`src/rtl/selfclr_rst_reg.sv`:
```
module selfclr_rst_reg #(
  parameter int unsigned CLK_HZ      = 200_000_000,
  parameter int unsigned PHY_HOLD_NS = 102_000,
  parameter int unsigned CORE_HOLD   = 64
) (
  input  logic        clk,
  input  logic        rst_n,
  input  logic        wr_en,
  input  logic        wr_from_loader,
  input  logic [31:0] wr_data,
  output logic [31:0] rd_data,
  output logic        phy_a_rst,
  output logic        phy_b_rst,
  output logic        core_rst,
  output logic        loader_abort,
  output logic        loader_reload
);
  localparam longint unsigned HOLD_PROD = longint'(PHY_HOLD_NS) * longint'(CLK_HZ);
  localparam longint unsigned NS_PER_S  = 64'd1_000_000_000;
  localparam int unsigned PHY_HOLD = int'((HOLD_PROD + NS_PER_S - 64'd1) / NS_PER_S);
  localparam int PW = $clog2(PHY_HOLD + 1);
  localparam int CW = $clog2(CORE_HOLD + 1);

  logic          core_busy;
  logic [CW-1:0] core_cnt;
  logic [1:0]    phy_busy;
  logic          host_wr;
  logic          unused_hi;

  assign host_wr   = wr_en & ~wr_from_loader & ~core_busy;
  assign unused_hi = ^wr_data[31:3];

  for (genvar i = 0; i < 2; i++) begin : g_phy
    logic [PW-1:0] cnt;
    always_ff @(posedge clk or negedge rst_n) begin
      if (!rst_n) begin
        phy_busy[i] <= 1'b0;
        cnt         <= '0;
      end else if (phy_busy[i]) begin
        if (cnt == '0) phy_busy[i] <= 1'b0;
        else           cnt         <= cnt - 1'b1;
      end else if (host_wr && wr_data[i+1]) begin
        phy_busy[i] <= 1'b1;
        cnt         <= PW'(PHY_HOLD - 1);
      end
    end
  end

  always_ff @(posedge clk or negedge rst_n) begin
    if (!rst_n) begin
      core_busy     <= 1'b0;
      core_cnt      <= '0;
      loader_abort  <= 1'b0;
      loader_reload <= 1'b0;
    end else begin
      loader_abort  <= 1'b0;
      loader_reload <= 1'b0;
      if (core_busy) begin
        if (core_cnt == '0) begin
          core_busy     <= 1'b0;
          loader_reload <= 1'b1;
        end else begin
          core_cnt <= core_cnt - 1'b1;
        end
      end else if (host_wr && wr_data[0]) begin
        core_busy    <= 1'b1;
        core_cnt     <= CW'(CORE_HOLD - 1);
        loader_abort <= 1'b1;
      end
    end
  end

  assign phy_a_rst = phy_busy[0];
  assign phy_b_rst = phy_busy[1];
  assign core_rst  = core_busy;
  assign rd_data   = {29'b0, phy_busy[1], phy_busy[0], core_busy};
endmodule


```
`config.mk`:
```
export PLATFORM = sky130hd
export DESIGN_NAME = selfclr_rst_reg
export DESIGN_NICKNAME = d
export VERILOG_FILES = /design/src/rtl/selfclr_rst_reg.sv
export SDC_FILE = /design/constraint.sdc
export NUM_CORES = 1
export LEC_CHECK = 0
export ABC_AREA = 1
export BUFFER_PORTS_ARGS = -buffer_cell sky130_fd_sc_hd__buf_2
export CORE_MARGIN = 2
export CORE_UTILIZATION = 57
export CTS_BUF_LIST = sky130_fd_sc_hd__clkbuf_16
export DETAILED_ROUTE_END_ITERATION = 6
export PLACE_DENSITY = 0.86
export SYNTH_ARGS = -nofsm -noshare
export SYNTH_HDL_FRONTEND = slang
export SYNTH_SLANG_ARGS = --single-unit
export TNS_END_PERCENT = 50
```
`constraint.sdc`:
```
create_clock -name clk -period 3.05 [get_ports clk]
set_clock_uncertainty 0.15 [all_clocks]
set_input_delay 0.1525 -clock clk [delete_from_list [all_inputs] [get_ports clk]]
set_output_delay 0.1525 -clock clk [all_outputs]
set_load 0.02 [all_outputs]
```
==> out/qor.yml <==
outcome:
  status: "finished clean"
yosys:
  yosys.area.top_type: "dfrtp_1"
  netlist_area_mm2: 0.002694
  synth_commonest_cells: "nand2_1 (89), nor2_1 (51), inv_1 (47)"
  synthTopCellsByArea: "dfrtp_1 (39%), nand2_1 (12%), buf_4 (9.2%), nor2_1 (7.1%), nand3_1 (7.1%)"
  yosysTopAreaCellShare_pct: 39.02
  synth.most_common_cell: "nand2_1"
  syn-instance-count: 374
  ys_ff_latch: 42
  synth_cell_types: 25
  synth.avg_cell_area_um2: 7.203
  ys.flop_type: "dfrtp_1"
  yosysWarnings: 0
  synthArstFlopShare_pct: 100.0
  yosysSeqAreaShare_pct: 39.02
  synth_edf_count: 0
routing:
  via_per_inst: 5.091
  drt-total-wl_um: 5007
  drt_pass1_iterations: 4
  drt_iter0_drc: 110
  wl_per_cell_um: 11.35
  drcViolationCount: 0
  final_antenna_net_count: 0
  vias: 2245
grt:
  overflow: 0
  grt_pass1_vias: 2083
  antenna_found_initial: 0
  grt_use_total_pct: 20.83
  grt_first_pass_wirelength_um: 8673
  grt_max_degree: 43
timing:
  slew_viol_final: 0
  rsz0062_at_grt: "false"
  setup_viol_count_final: 0
  max_freq_ghz: 0.4314
  hold_viol: 0
  period_minus_slack_ps: 2318
  min_period_over_period_pct: 75.99
  maxSlewHeadroom_pct: 39.45
  holdWs_ps: 92.65
  worst_pin_slew_ps: 908.2
  setup_tns_ps: 0
clock_tree:
  cts_hold_buf: 2
  htreeDepth: 2
  cts.clk_slew.worst_paths_ps: 60
  insertion_delay_ps: 280
  cts_buffers: 5
  cts.sinks: 42
  cts_resized: 0
  cts_tree: "yes"
  clockBufferDepth: 2
  cts-root-buf: "clkbuf_16"
  cts_setup_buffers: 0
placed_design:
  gp_congestion: 0.8866
  portBuffers: 14
  hpwl_um: 3628
  place_area_mm2: 0.002655
worst_setup_path:
  cp_max_fo: 11
  required_ps: 3050
  cp_top_family: "simple AND/OR/NAND/NOR gates"
  critPathArrivalTime_ps: 2320
  crit_type: "flop to flop"
  worstSetupEndpointType: "flop"
  cp-start-kind: "flop"
  r2r_setup_slack_ps: 730
  path_buf_inv: 1
  worst_path_most_repeated_cell: "nand2_1"
  cp_slowest_cell: "dfrtp_1"
  critPathMaxStageDelay_ps: 370
  worstPathCellList: "inv_1, ha_1, nand3_1, nor2_1, nand2_1, nand2_1, nand2_1, nand2_1, o21ai_0"
die:
  coreArea_mm2: 0.004629
  fp.dieH_um: 72.75
  start_util_pct: 58.19
  fp.dieArea_mm2: 0.005292
  placementRows: 25
  fp.dieW_um: 72.75
  io_pins: 73
finish:
  areaGrowthSynthToFinish_pct: 5.341
  design_area_mm2: 0.002838
  fin_util_pct: 61.30
  num_antenna_cells: 0
  fin_nets: 426
  multiInputGateArea_mm2: 0.001290
  drive_gt1_share_pct: 7.235
  regArea_mm2: 0.001051
  nFillCells: 409
pwr:
  vdd_drop_max_mv: 0.5042
  p_leak_nw: 1.495
  p_per_area_mw_per_mm2: 418.2
flow_run:
  drv_cap: 0
worst_hold_path:
  hold_path.class: "input port to flop"
[final cells by class]
cell class,instances,share of cell area (%)
multi-input combinational,274,45.46
sequential,42,37.04
inverter,47,6.217
clock buffer,5,4.409
timing repair buffer,16,3.175
tap,54,2.381
clock inverter,3,1.323
[layout by cell type (no fill, tap or decap), drive strengths merged, types with 3 or more instances in the layout]
master  instances
nand2          91
nor2           52
inv            49
dfrtp          42
nand3          40
conb           29
o21ai          26
buf            14
nand4          10
a21oi           9
xor2            6
clkbuf          5
ha              4
nor3            3
[flip-flops by register name (all words and copies together), names as in the netlist]
signal,cells
core_cnt,7
phy_a_rst,1
loader_reload,1
core_rst,1
phy_b_rst,1
loader_abort,1
g_phy.cnt,30
[cells by family (layout without fill, tap and decap cells)]
group	after synthesis	after routing	share of synthesized area, %
compound gates	35	35	7.339
xor+xnor	8	8	2.601
fa+ha+maj	4	4	1.858
buf+inv	86	71	17.00
flops	42	42	39.02
other cells	1	29	0.1392
simple gates	198	198	32.05
[report_power, final]
part / switching, mW / internal, mW / total, mW
registers: 0.000514 / 0.558 / 0.558
clock network: 0.199 / 0.380 / 0.578
logic: 0.0448 / 0.00501 / 0.0498
total: 0.244 / 0.943 / 1.19
[metrics by stage]
step           power (mW)  worst slack [ps]  cells
4_1_cts             1.208             749.6    441
2_1_floorplan      0.6298              1318    402
3_3_place_gp       0.6164             811.0    431
6_report            1.187             732.2    441
3_5_place_dp       0.6167             772.4    431
5_1_grt             1.230             501.6    441
[worst min-delay path: cells and delay by family]
family,cells,cell delay [ps]
and+or+nand+nor,2,220
buffers and inverters,1,110
[final timing paths]
kind,start,endpoint,cells after the start
setup / recovery,g_phy[0].cnt[0],g_phy[0].cnt[9],9
hold / removal,wr_data[2],g_phy[1].cnt[14],3
setup reg to reg,g_phy[0].cnt[0],g_phy[0].cnt[9],9
hold reg to reg,core_cnt[5],core_cnt[5],2
max in group asynchronous,rst_n,g_phy[0].cnt[12],2
min in group asynchronous,rst_n,g_phy[1].cnt[2],2
[layer usage]
layer | up-vias | track usage, % | share of wire (%)
met5 | - | 0 | 0
met4 | 0 | 8.436 | 0.46
met3 | 2 | 3.729 | 4.0
met2 | 60 | 36.67 | 51
met1 | 1036 | 25.16 | 45
li1 | 1147 | - | -
No activity file was read; power rests on OpenSTA's default activity.
